$ cat config.mk
export PLATFORM = sky130hd
export DESIGN_NAME = wb_burst_agen
export DESIGN_NICKNAME = d
export VERILOG_FILES = /design/src/rtl/wb_agen_pkg.sv /design/src/rtl/wb_agen_step.sv /design/src/rtl/wb_agen_beatcnt.sv /design/src/rtl/wb_burst_agen.sv
export SDC_FILE = /design/constraint.sdc
export NUM_CORES = 1
export LEC_CHECK = 0
export ABC_CLOCK_PERIOD_IN_PS = 1900
export BUFFER_PORTS_ARGS = -buffer_cell sky130_fd_sc_hd__buf_2
export CAP_MARGIN = 20
export CELL_PAD_IN_SITES_DETAIL_PLACEMENT = 1
export CELL_PAD_IN_SITES_GLOBAL_PLACEMENT = 1
export CORE_MARGIN = 3
export CORE_UTILIZATION = 34
export CTS_CLUSTER_DIAMETER = 200
export CTS_CLUSTER_SIZE = 12
export DETAILED_ROUTE_END_ITERATION = 12
export PLACE_DENSITY = 0.79
export SYNTH_ARGS = -nofsm -noshare
export SYNTH_HDL_FRONTEND = slang
export SYNTH_SLANG_ARGS = --single-unit
$ cat constraint.sdc
create_clock -name clk -period 1.9 [get_ports clk]
set_input_delay 0.38 -clock clk [delete_from_list [all_inputs] [get_ports clk]]
set_output_delay 0.38 -clock clk [all_outputs]
set_load 0.02 [all_outputs]
$ cat src/rtl/wb_agen_pkg.sv
package wb_agen_pkg;

    typedef enum logic [1:0] {
        ST_IDLE = 2'd0,
        ST_BODY = 2'd1,
        ST_TAIL = 2'd2
    } agen_state_e;

    localparam logic [1:0] KIND_CLASSIC = 2'b00;
    localparam logic [1:0] KIND_CONST   = 2'b01;
    localparam logic [1:0] KIND_INCR    = 2'b10;

    localparam logic [2:0] CTI_CLASSIC  = 3'b000;
    localparam logic [2:0] CTI_CONST    = 3'b001;
    localparam logic [2:0] CTI_INCR     = 3'b010;
    localparam logic [2:0] CTI_END      = 3'b111;

    localparam logic [1:0] BTE_LINEAR   = 2'b00;

endpackage

$ cat src/rtl/wb_agen_step.sv
module wb_agen_step #(
    parameter int WW = 30
) (
    input  logic [WW-1:0] cur_i,
    input  logic          hold_i,
    input  logic [1:0]    wrap_i,
    output logic [WW-1:0] nxt_o
);
    localparam int NWRAP = 3;

    logic [WW-1:0] mask_tab [NWRAP+1];
    logic [WW-1:0] mask;
    logic [WW-1:0] inc;

    assign mask_tab[0] = '1;
    for (genvar g = 1; g <= NWRAP; g++) begin : g_mask
        assign mask_tab[g] = WW'((64'd1 << (g + 1)) - 64'd1);
    end

    always_comb begin
        mask  = mask_tab[wrap_i];
        inc   = cur_i + WW'(1);
        if (hold_i) begin
            nxt_o = cur_i;
        end else begin
            nxt_o = (cur_i & ~mask) | (inc & mask);
        end
    end
endmodule

$ cat src/rtl/wb_agen_beatcnt.sv
module wb_agen_beatcnt #(
    parameter int LEN_W = 5
) (
    input  logic             clk,
    input  logic             rst_n,
    input  logic             load_i,
    input  logic [LEN_W-1:0] load_val_i,
    input  logic             dec_i,
    output logic             one_left_o
);
    logic [LEN_W-1:0] cnt_q;

    always_ff @(posedge clk) begin
        if (!rst_n) begin
            cnt_q <= '0;
        end else if (load_i) begin
            cnt_q <= load_val_i;
        end else if (dec_i && (cnt_q != '0)) begin
            cnt_q <= cnt_q - LEN_W'(1);
        end
    end

    assign one_left_o = (cnt_q == LEN_W'(1));

    // beats are only consumed while some remain
    a_r7_no_underflow: assert property (@(posedge clk) disable iff (!rst_n)
        dec_i |-> (cnt_q != '0));
endmodule

$ cat src/rtl/wb_burst_agen.sv
module wb_burst_agen
    import wb_agen_pkg::*;
#(
    parameter int ADR_W    = 32,
    parameter int WORD_LSB = 2,
    parameter int LEN_W    = 5
) (
    input  logic             clk,
    input  logic             rst_n,
    input  logic             start_i,
    input  logic [ADR_W-1:0] start_adr_i,
    input  logic [LEN_W-1:0] len_i,
    input  logic [1:0]       kind_i,
    input  logic [1:0]       wrap_i,
    input  logic             ack_i,
    output logic             cyc_o,
    output logic             stb_o,
    output logic [ADR_W-1:0] adr_o,
    output logic [2:0]       cti_o,
    output logic [1:0]       bte_o
);
    localparam int WW = ADR_W - WORD_LSB;

    agen_state_e   state_q, state_n;
    logic [WW-1:0] wadr_q, wadr_nxt;
    logic          hold_q;
    logic          single_q;
    logic [1:0]    wrap_q;
    logic          one_left;
    logic          accept;
    logic          req_single;
    logic          beat_done;
    logic          advance;

    assign accept     = (state_q == ST_IDLE) && start_i;
    assign req_single = (len_i < LEN_W'(2)) ||
                        (kind_i != KIND_CONST && kind_i != KIND_INCR);
    assign beat_done  = stb_o && ack_i;
    assign advance    = (state_q == ST_BODY) && beat_done;

    wb_agen_step #(.WW(WW)) u_step (
        .cur_i  (wadr_q),
        .hold_i (hold_q),
        .wrap_i (wrap_q),
        .nxt_o  (wadr_nxt)
    );

    wb_agen_beatcnt #(.LEN_W(LEN_W)) u_cnt (
        .clk        (clk),
        .rst_n      (rst_n),
        .load_i     (accept),
        .load_val_i (req_single ? '0 : len_i - LEN_W'(1)),
        .dec_i      (advance),
        .one_left_o (one_left)
    );

    // state register
    always_ff @(posedge clk) begin
        if (!rst_n) begin
            state_q <= ST_IDLE;
        end else begin
            state_q <= state_n;
        end
    end

    // transition logic
    always_comb begin
        state_n = state_q;
        unique case (state_q)
            ST_IDLE: if (start_i)  state_n = req_single ? ST_TAIL : ST_BODY;
            ST_BODY: if (ack_i)    state_n = one_left ? ST_TAIL : ST_BODY;
            ST_TAIL: if (ack_i)    state_n = ST_IDLE;
            default:               state_n = ST_IDLE;
        endcase
    end

    // request context and running word address
    always_ff @(posedge clk) begin
        if (!rst_n) begin
            wadr_q   <= '0;
            hold_q   <= 1'b0;
            single_q <= 1'b0;
            wrap_q   <= BTE_LINEAR;
        end else if (accept) begin
            wadr_q   <= start_adr_i[ADR_W-1:WORD_LSB];
            hold_q   <= (kind_i == KIND_CONST);
            single_q <= req_single;
            wrap_q   <= (req_single || kind_i == KIND_CONST) ? BTE_LINEAR : wrap_i;
        end else if (advance) begin
            wadr_q   <= wadr_nxt;
        end
    end

    // outputs
    always_comb begin
        cyc_o = 1'b0;
        stb_o = 1'b0;
        cti_o = CTI_CLASSIC;
        bte_o = BTE_LINEAR;
        adr_o = {wadr_q, {WORD_LSB{1'b0}}};
        unique case (state_q)
            ST_IDLE: begin
                adr_o = '0;
            end
            ST_BODY: begin
                cyc_o = 1'b1;
                stb_o = 1'b1;
                cti_o = hold_q ? CTI_CONST : CTI_INCR;
                bte_o = wrap_q;
            end
            ST_TAIL: begin
                cyc_o = 1'b1;
                stb_o = 1'b1;
                cti_o = single_q ? CTI_CLASSIC : CTI_END;
                bte_o = wrap_q;
            end
            default: ;
        endcase
    end

    // a stalled beat keeps every output steady
    a_r3_hold_on_stall: assert property (@(posedge clk) disable iff (!rst_n)
        (stb_o && !ack_i) |=> ($stable(adr_o) && $stable(cti_o) &&
                               $stable(bte_o) && cyc_o && stb_o));

    // the bus is released right after the end-of-burst beat
    a_r7_drop_after_end: assert property (@(posedge clk) disable iff (!rst_n)
        (stb_o && ack_i && cti_o == CTI_END) |=> (!cyc_o && !stb_o));

    // a constant-address beat never moves the address
    a_r6_const_fixed: assert property (@(posedge clk) disable iff (!rst_n)
        (stb_o && ack_i && cti_o == CTI_CONST) |=> $stable(adr_o));

    // linear incrementing steps one word
    a_r4_linear_step: assert property (@(posedge clk) disable iff (!rst_n)
        (stb_o && ack_i && cti_o == CTI_INCR && bte_o == BTE_LINEAR) |=>
        (adr_o == $past(adr_o) + ADR_W'(1 << WORD_LSB)));

    // wrapping never disturbs bits above the largest wrap window
    a_r5_wrap_upper: assert property (@(posedge clk) disable iff (!rst_n)
        (stb_o && ack_i && cti_o == CTI_INCR && bte_o != BTE_LINEAR) |=>
        $stable(adr_o[ADR_W-1:WORD_LSB+4]));

    // classic beats carry the linear burst tag
    a_r8_classic_bte: assert property (@(posedge clk) disable iff (!rst_n)
        (cyc_o && cti_o == CTI_CLASSIC) |-> (bte_o == BTE_LINEAR));

    // strobe only inside a cycle, address always word aligned
    a_r2_stb_in_cyc: assert property (@(posedge clk) disable iff (!rst_n)
        (stb_o == cyc_o) && (adr_o[WORD_LSB-1:0] == '0));
endmodule

==> impl_results.md, run 1 <==
* ANT cells at 0
* Final min period at 1.872 ns
* Final Cell Area at ~3900 sq um
* Placed Area at 3625 sq um
* WHS at between 0.3 and 0.4 ns
* Cts bufs inserted at 5
* Endpoint type of the worst setup path: flip-flop
* Critical path required time at 2.13 ns
* CP arrival at 2.10 ns
* Syn_area_per_cell at 7.741 sq um
* Setup ws final at 0.02796 ns
* Core area at 7968 sq um
* Worst clock skew at 0.009411 ns
* Worst vdd ir at 0.0005265 V
* Crit start category: flip-flop
* Detailed Routing Iterations Pass 1 at 4
* Drt initial violations at 149
* Initial Util at 35.95%
* Initial antenna violation count at 0
* I/O Buffers at 79
* Leakage at 1.552 nW
* Slew @ Worst Pin at 0.5292 ns
* Final max-slew violation count at 0
* Sequential share of the synthesized area at between 20% and 30%
* # H-tree levels at 2
* Maxcap violations at 0
* Global-route wire length before repair at between 15 and 20 mm
* Fill count at just over 1000
* CTS tree: built
* Area added between synthesis and finish at 34.95%
* Max clock buf depth at 2
* Top sig layer: met4
* Worst-path clk slew at 0.09 ns
* Vias at 3351
* Clock Latency Late Sink at 0.31 ns
* Residual DRC at 0
* Via density per instance at around 5.7
* #FFs+latches synth at around 40
* Worst rel slew slack at roughly 64%
* Boundary Pins at 84
* Die span in y at 97.78 um
* Remaining Overflow, GRT at 0
* Final ANT Viol Nets at 0
* Met2 routed WL at 5.132 mm
* Setup violations, final at 0
* Post-Syn Area at 2864 sq um
* Unique masters post-synth at 54
* FP Rows at 32
* Post-CTS Hold Fix Bufs at 0
* Placed Cells at 574
* Clock sinks at 41
* RSZ-0062 raised after global routing: yes
* CTS root buffer: clkbuf_8
* Top FF cell, synth: dfxtp_1
* RePlAce Congestion at 0.8624
* Cells after Synth at 370
* Maximum clock rate at 0.5342 GHz
* Setup slack at placement at -0.05078 ns
* Synth Warn # at 0
* PnR Total Power at 4.580 mW
* Met1 wire length at 4.706 mm
* Overall Global Routing Usage at about a fifth
* Die area at 9561 sq um
* Async SR Flop Fraction at 0%
* Setup TNS at 0 ns
* Post-detailed-route wirelength per cell at 17.60 um
* Post-layout util at 48.51%
* HP Class: in2reg
* Chip width at 97.78 um
* Final hold vios at 0
* EDFF count, synth at 0
* Vias in the first global route at 3331
* Detailed Place HPWL at 7.693 mm
* Critical path type: reg2reg
* Non-filler cells, final at between 500 and 600
* Worst-path maximum fanout at 5
* Final worst-path cycle share at a little over nine tenths
* Drt total wl at 10.33 mm
* Largest net degree at the start of global routing at 28
* Status: completed
* Final nets at between 500 and 600
* DR WL met3 at 354 um
* Power Density at about 1200 nW/um^2
* Share of cells above drive strength 1 at a little over a third
==> worst paths after layout <==
path / start / to / slack [ns] / cells past startpoint
worst max-delay path: state_q[1] / flip-flop / 0.03 / 7
worst min-delay path: wrap_i[1] / wrap_q[1] / 0.33 / 3
worst max register to register: state_q[1] / flip-flop / 0.03 / 7
worst min register to register: wrap_q[1] / wrap_q[1] / 0.47 / 2
==> layer usage <==
metal	vias to the layer above	track usage, %
li1	1622	-
met1	1634	25.67
met5	-	0
met3	16	2.857
met2	79	34.95
met4	0	6.603
==> what timing repair did <==
item	CTS	global route
gates cloned	0	0
endpoints found under the setup margin	25	18
pin swaps	0	9
buffers inserted	0	5
gates resized for setup	13	22
==> cell type report <==
cell class / instances / area, sq um / share of cell area [%]
timing repair buffer: 130 / 797.0 / 20.62
multi-input combinational: 290 / 1968 / 50.92
inverter: 16 / 60.06 / 1.554
clock inverter: 2 / 10.01 / 0.2590
clock buffer: 6 / 72.57 / 1.878
tap: 102 / 127.6 / 3.302
sequential: 41 / 829.5 / 21.46
==> report_power, final <==
group	switching, mW	total [mW]	internal, mW
Combinational	1.55	2.62	1.07
Clock	0.337	0.592	0.256
Sequential	0.252	1.36	1.11
Total	2.14	4.58	2.44
==> logic make-up (layout without fill, tap and decap cells) <==
logic type | count (synthesis) | in the layout | synth area share, %
fa+ha+maj | 10 | 10 | 4.369
buf+inv | 40 | 154 | 5.985
other cells | 1 | 2 | 0.1309
compound gates | 97 | 97 | 22.24
simple gates | 166 | 166 | 33.90
mux | 2 | 2 | 0.7427
xor+xnor | 13 | 13 | 3.976
flops | 41 | 41 | 28.66
==> cell usage after synthesis, types with 3 or more instances <==
| cell | number | area [sq um] |
|---|---|---|
| dfxtp_1 | 41 | 820.8 |
| nor2b_1 | 26 | 162.7 |
| o21ai_0 | 26 | 130.1 |
| nand2_1 | 24 | 90.09 |
| nand3_1 | 24 | 120.1 |
| clkbuf_1 | 18 | 67.56 |
| inv_1 | 16 | 60.06 |
| nor2_1 | 15 | 56.30 |
| a31oi_1 | 13 | 81.33 |
| a21oi_1 | 12 | 60.06 |
| or4_1 | 11 | 82.58 |
| a211oi_1 | 10 | 75.07 |
| ha_1 | 10 | 125.1 |
| nor3_1 | 10 | 50.05 |
| nand4_1 | 9 | 56.30 |
| o31ai_1 | 9 | 67.56 |
| or3_1 | 8 | 50.05 |
| xnor2_1 | 8 | 70.07 |
| nor4_1 | 7 | 43.79 |
| and2_1 | 6 | 37.54 |
| and3_1 | 6 | 37.54 |
| xor2_1 | 5 | 43.79 |
| a32oi_1 | 4 | 35.03 |
| and4_1 | 4 | 35.03 |
| o211ai_1 | 4 | 30.03 |
| o22ai_1 | 4 | 25.02 |
| buf_4 | 3 | 22.52 |
| nor3b_1 | 3 | 22.52 |
| o311ai_0 | 3 | 26.28 |
==> cell usage in the layout, fill, tap and decap left out, drive strengths merged, types with 11 or more instances in the layout <==
cell type	n
buf	130
dfxtp	41
nor2	15
inv	16
a31oi	13
nand3	24
o21ai	26
a21oi	12
nor2b	26
or4	11
nand2	24
==> critical path: stages (launching register included) <==
cell	delay, ns
dfxtp_2	0.33
inv_2	0.08
ha_2	0.19
and4b_2	0.34
nand3_4	0.11
buf_4	0.16
or4_1	0.42
a31oi_1	0.15
(Power assumes the default switching activity.)
==> run 2, diff against run 1 <==
--- a/config.mk
+++ b/config.mk
@@ -16,6 +16,7 @@
 export CTS_CLUSTER_SIZE = 12
 export DETAILED_ROUTE_END_ITERATION = 12
 export PLACE_DENSITY = 0.79
+export SETUP_SLACK_MARGIN = 0.1
 export SYNTH_ARGS = -nofsm -noshare
 export SYNTH_HDL_FRONTEND = slang
 export SYNTH_SLANG_ARGS = --single-unit
==> run 2 against run 1 <==
Global-route usage increased by 0.55 points. Combinational power increased by 18%. Cell area increased by 11%. Sequential power increased by 5%. Clock power about the same. Wire length increased by 16%. Count of clock-buffer cells in the layout unchanged. First-iteration DRC count increased by 2.7%. Hold slack improved by 0.0073 ns.
==> impl_results.md, run 2 (synthesized netlist as in run 1, its figures left out) <==
* Final min period at 1.876 ns (+0.004339 ns)
* Maximum clock rate at 0.5329 GHz (-0.23%)
* Final ANT Viol Nets at 0 (unchanged)
* Share of cells above drive strength 1 at 45.58% (+11 points)
* Crit path max-delay family: simple AND/OR/NAND/NOR gates
* Die span in y at 97.78 um (unchanged)
* ANT cells at 0 (unchanged)
* Initial antenna violation count at 0 (unchanged)
* Fill count at 989 (-2.7%)
* Largest net degree at the start of global routing at 36 (+29%)
* Die area at 9561 sq um (unchanged)
* Residual DRC at 0 (unchanged)
* Critical-path top delay cell: or4_4
* Cts bufs inserted at 5 (unchanged)
* Initial Util at 35.95% (unchanged)
* Drt initial violations at 153 (+2.7%)
* Area added between synthesis and finish at 49.28%
* FP Rows at 32 (unchanged)
* Remaining Overflow, GRT at 0 (unchanged)
* Worst path bufs/invs at 2 (unchanged)
* CP arrival at 2.11 ns (about the same)
* CTS root buffer: clkbuf_8
* Final worst-path cycle share at 98.76% (+0.23 points)
* HP Class: in2reg
* Post-layout util at 53.66% (+5.2 points)
* Global-route wire length before repair at 16.57 mm (+3.3%)
* Worst clock skew at 0.01317 ns (+0.003757 ns)
* Detailed Place HPWL at 7.265 mm (-5.6%)
* Worst-path clk slew at 0.09 ns (about the same)
* RePlAce Congestion at 0.8674 (+0.58%)
* Final hold vios at 0 (unchanged)
* I/O Buffers at 79 (unchanged)
* # H-tree levels at 2 (unchanged)
* Max clock buf depth at 2 (unchanged)
* Setup TNS at 0 ns (unchanged)
* Post-CTS Hold Fix Bufs at 0 (unchanged)
* Detailed Routing Iterations Pass 1 at 4 (unchanged)
* Critical path type: reg2reg
* Leakage at 1.663 nW (+7.1%)
* Maxcap violations at 0 (unchanged)
* Worst-path cell chain: inv_4 -> ha_4 -> and4b_2 -> buf_6 -> o21ai_4 -> or4_4 -> a31oi_4
* Commonest cells after routing, fill and taps aside: buf_4 (76), buf_2 (55), dfxtp_1 (25)
* Slew @ Worst Pin at 0.6031 ns (+0.07396 ns)
* Crit start category: flip-flop
* Boundary Pins at 84 (unchanged)
* Worst vdd ir at 0.0007957 V (+51%)
* Commonest non-fill, non-tap cell in the layout: buf_4
* Power Density at 1196 nW/um^2 (+0.91%)
* RSZ-0062 raised after global routing: yes
* Chip width at 97.78 um (unchanged)
* Post-detailed-route wirelength per cell at 19.90 um (+13%)
* Vias in the first global route at 3442 (+3.3%)
* Setup violations, final at 0 (unchanged)
* Core area at 7968 sq um (unchanged)
* Drt total wl at 11.94 mm (+16%)
* CTS tree: built
* Worst-path maximum fanout at 6 (+1)
* Clock Latency Late Sink at 0.31 ns (about the same)
* Critical path required time at 2.14 ns (about the same)
* Max stage delay on crit path at 0.53 ns (+0.11 ns)
* Status: completed
* Worst rel slew slack at 59.48% (-5.0 points)
* Clock sinks at 41 (unchanged)
* Via density per instance at 5.848 (+2.4%)
* Overall Global Routing Usage at 20.68% (+0.55 points)
* Vias at 3509 (+4.7%)
* Final nets at 552 (+2.4%)
* Final max-slew violation count at 0 (unchanged)
* Endpoint type of the worst setup path: flip-flop
==> run 2: cell types whose count changed in the layout (fill, tap and decap cells not counted), moves of 4 or more <==
cell,previous run,this run
buf_6,3,11
buf_4,51,76
dfxtp_4,0,4
dfxtp_2,7,12
dfxtp_1,34,25
nor2b_2,0,11
nor2b_1,26,15
buf_2,76,55
==> run 2: path summary, 6_finish.rpt <==
| path | slack (ns) | from | cells after the start | to |
|---|---|---|---|---|
| max | 0.02 | state_q[1] | 7 | flip-flop |
| min | 0.34 | wrap_i[1] | 3 | wrap_q[1] |
| max reg2reg | 0.02 | state_q[1] | 7 | flip-flop |
| min reg2reg | 0.47 | u_cnt.cnt_q[4] | 2 | u_cnt.cnt_q[4] |
==> run 2: per-layer routing <==
| metal | GRT usage, % | wire (um) |
|---|---|---|
| met1 | 27.00 | 5206 |
| met2 | 35.11 | 5969 |
| met3 | 3.500 | 491 |
| met4 | 5.964 | 272 |
| met5 | 0 | 0 |
==> run 2: area by class of cell <==
class	count	area, sq um	area share (%)
clock buffer	6	72.57	1.697
clock inverter	2	10.01	0.2341
inverter	16	65.06	1.522
multi-input combinational	290	2160	50.51
sequential	41	850.8	19.90
tap	102	127.6	2.985
timing repair buffer	143	989.7	23.15
==> run 2: through the flow <==
stage	total power [mW]	hold slack, ns	instances	instance area [sq um]	worst slack, ns
floorplan	2.851	0.4403	371	2873	0.09326
global placement	3.661	0.4537	568	3592	0.05900
detailed placement	3.751	0.4637	568	3592	-0.03256
CTS	4.519	0.3357	583	3816	0.03945
global route	5.427	0.3504	600	4275	-0.01758
finish	5.112	0.3367	600	4275	0.02362
==> run 2: what timing repair did <==
| action | 4_1_cts | 5_1_grt |
|---|---|---|
| endpoints found under the hold margin | 0 | 0 |
| pin swaps | 4 | 21 |
| buffers inserted | 7 | 17 |
| setup endpoints to repair | 51 | 59 |
| gates resized for setup | 31 | 96 |
==> run 2: report_power, final <==
group	switching, mW	total (mW)	leakage, nW	internal [mW]
Sequential	0.290	1.43	0.344	1.14
Combinational	1.78	3.09	1.27	1.31
Clock	0.339	0.595	0.0450	0.256
==> run 2: worst reg2reg max path, stage by stage, from the launching register on <==
cell	delay (ns)
dfxtp_2	0.34
inv_4	0.08
ha_4	0.15
and4b_2	0.31
buf_6	0.16
o21ai_4	0.06
or4_4	0.53
a31oi_4	0.19
==> run 3, diff against run 2 <==
--- a/config.mk
+++ b/config.mk
@@ -11,12 +11,14 @@
 export CELL_PAD_IN_SITES_DETAIL_PLACEMENT = 1
 export CELL_PAD_IN_SITES_GLOBAL_PLACEMENT = 1
 export CORE_MARGIN = 3
-export CORE_UTILIZATION = 34
+export CORE_UTILIZATION = 35
+export CTS_BUF_LIST = sky130_fd_sc_hd__clkbuf_4 sky130_fd_sc_hd__clkbuf_8
 export CTS_CLUSTER_DIAMETER = 200
 export CTS_CLUSTER_SIZE = 12
 export DETAILED_ROUTE_END_ITERATION = 12
-export PLACE_DENSITY = 0.79
+export PLACE_DENSITY = 0.81
 export SETUP_SLACK_MARGIN = 0.1
+export SLEW_MARGIN = 20
 export SYNTH_ARGS = -nofsm -noshare
 export SYNTH_HDL_FRONTEND = slang
 export SYNTH_SLANG_ARGS = --single-unit
==> run 3 against run 2 <==
Cell count fell by 1.5%. Global-route usage rose by 2.3 points. Via count rose by 0.37%. Critical path type unchanged. Critical path depth fell by 3. Count of clock-buffer cells in the layout rose by 1. Clock power rose by 4.7%. Sequential share of layout area rose by 0.50 points. Worst setup slack got worse by 0.017 ns. Largest power group unchanged.
==> impl_results.md, run 3 (synthesized netlist as in run 1, its figures left out) <==
* Status: completed
* CTS root buffer: clkbuf_8
* RSZ-0062 raised after global routing: yes
* Setup ws final at 0.006182 ns (-0.01744 ns)
* Core area at 7848 sq um (-1.5%)
* Vias at 3522 (+0.37%)
* Area added between synthesis and finish at 43.91%
* Psw at 2.281 mW (-5.5%)
* Leakage at 1.619 nW (-2.7%)
* Final max-slew violation count at 0 (unchanged)
* Final ANT Viol Nets at 0 (unchanged)
* Worst rel slew slack at 53.28% (-6.2 points)
* Initial Util at 36.50% (+0.55 points)
* Non-filler cells, final at 591 (-1.5%)
* Drt initial violations at 216 (+41%)
* HP Class: in2reg
* Remaining Overflow, GRT at 0 (unchanged)
* Clock sinks at 41 (unchanged)
* Critical path type: reg2reg
* Via density per instance at 5.959 (+1.9%)
* Die span in y at 96.46 um (-1.3%)
* Max stage delay on crit path at 0.61 ns (+0.08 ns)
* Die area at 9305 sq um (-2.7%)
* Maximum clock rate at 0.5280 GHz (-0.92%)
* Worst-path maximum fanout at 6 (unchanged)
* R2R setup slack at 0.006 ns (-0.02 ns)
* Max clock buf depth at 2 (unchanged)
* Setup slack at placement at -0.03095 ns (+0.001613 ns)
* Cell internal pwr at 2.667 mW (-1.2%)
* Worst clock skew at 0.01021 ns (-0.002958 ns)
* Cts bufs inserted at 5 (unchanged)
* Boundary Pins at 84 (unchanged)
* Final nets at 544 (-1.4%)
* Final min period at 1.894 ns (+0.01744 ns)
* Residual DRC at 0 (unchanged)
* Worst vdd ir at 0.0008487 V (+6.7%)
* ANT cells at 0 (unchanged)
* Largest net degree at the start of global routing at 28 (-22%)
* Post-CTS Hold Fix Bufs at 0 (unchanged)
* Post-detailed-route wirelength per cell at 19.21 um (-3.5%)
* Slew @ Worst Pin at 0.6945 ns (+0.09131 ns)
* Endpoint type of the worst setup path: flip-flop
* Initial antenna violation count at 0 (unchanged)
* Commonest non-fill, non-tap cell in the layout: buf_2
* Register area at 840.8 sq um (-1.2%)
* CP arrival at 2.08 ns (-0.03 ns)
* Worst-path clk slew at 0.08 ns (about the same)
* Overall Global Routing Usage at 22.98% (+2.3 points)
* Flop pwr share at 28.2% (+0.3 points)
* Power Density at 1200 nW/um^2 (+0.40%)
* Placed Cells at 574 (+1.1%)
* Detailed Routing Iterations Pass 1 at 4 (unchanged)
* RePlAce Congestion at 0.8753 (+0.91%)
* # H-tree levels at 2 (unchanged)
* Final Cell Area at 4121 sq um (-3.6%)
* Commonest cells after routing, fill and taps aside: buf_2 (66), buf_4 (55), dfxtp_1 (27)
* Fill count at 989 (unchanged)
* Final worst-path cycle share at 99.67% (+0.92 points)
* I/O Buffers at 79 (unchanged)
* Setup violations, final at 0 (unchanged)
* Share of cells above drive strength 1 at 42.94% (-2.6 points)
* Gate power share at 59.2% (-1.3 points)
* Sw frac at 46.10% (-1.1 points)
* Maxcap violations at 0 (unchanged)
* Placed Area at 3637 sq um (+1.3%)
* Clock Latency Late Sink at 0.30 ns (about the same)
* Final hold vios at 0 (unchanged)
* FP Rows at 32 (unchanged)
* Critical-path top delay cell: or3_2
* Vias in the first global route at 3512 (+2.0%)
* PnR Total Power at 4.948 mW (-3.2%)
* Drt total wl at 11.35 mm (-4.9%)
* Crit start category: flip-flop
* CTS tree: built
* Critical path required time at 2.09 ns (-0.05 ns)
* Global-route wire length before repair at 16.93 mm (+2.1%)
* Clock share of power at 12.6% (+1.0 points)
* Detailed Place HPWL at 7.676 mm (+5.7%)
* Worst-path cell chain: nand4_1 -> or3_2 -> o41ai_2 -> a31oi_2
* Area of the multi-input gates at 2098 sq um (-2.8%)
* Chip width at 96.46 um (-1.3%)
run 3: changes by cell type in the layout (fill, tap and decap cells not counted), moves of 3 or more:
cell	previous run	this run
buf_2	55	66
nor2b_2	11	5
dfxtp_4	4	1
buf_4	76	55
nor2b_1	15	21
ha_4	4	1
run 3: what timing repair did:
item / CTS / global route
buffers inserted: 3 / 6
gates resized for setup: 34 / 65
endpoints found under the setup margin: 53 / 42
cloned: 1 / 0
pin swaps: 3 / 21
run 3: metrics by stage:
step           hold slack, ns  utilization [%]  setup TNS, ns
6_report               0.3422            52.52              0
4_1_cts                0.3412            49.20              0
3_3_place_gp           0.4596            46.35              0
3_5_place_dp           0.4665            46.35       -0.06644
2_1_floorplan          0.4403                -              0
5_1_grt                0.3602            52.52        -0.2082
run 3: final cells by class:
type	instances	share of cell area [%]
sequential	41	20.40
multi-input combinational	291	50.91
tap	102	3.097
timing repair buffer	134	21.89
clock buffer	7	2.186
inverter	16	1.518
run 3: path summary, 6_finish.rpt:
check,startpoint,end,cells after the start
max,flip-flop,flip-flop,4
min,wrap_i[0],wrap_q[0],3
max reg2reg,flip-flop,flip-flop,4
min reg2reg,wrap_q[1],wrap_q[1],2
run 3: worst max-delay path, delay by kind of cell (launching register included):
family	cells	cell delay, ns
AOI/OAI and AO/OA	2	0.55
DFF	1	0.36
and+or+nand+nor	2	0.86
run 3: power groups by stage:
stage / Clock, mW / Combinational [mW] / Sequential, mW
after global routing: 0.675 / 3.18 / 1.43
after detailed placement: 0 / 2.49 / 1.36
after global placement: 0 / 2.39 / 1.34
final: 0.623 / 2.93 / 1.40
after floorplan: 0 / 1.52 / 1.33
after CTS: 0.631 / 2.65 / 1.36
run 3: layer usage:
| metal | global-route usage [%] | vias up | share of wire (%) | routed length (um) |
|---|---|---|---|---|
| li1 | - | 1631 | - | - |
| met1 | 28.50 | 1734 | 42 | 4742 |
| met2 | 40.06 | 132 | 51 | 5733 |
| met3 | 3.176 | 25 | 5.5 | 621 |
| met4 | 8.995 | 0 | 2.2 | 254 |
| met5 | 0 | - | 0 | 0 |
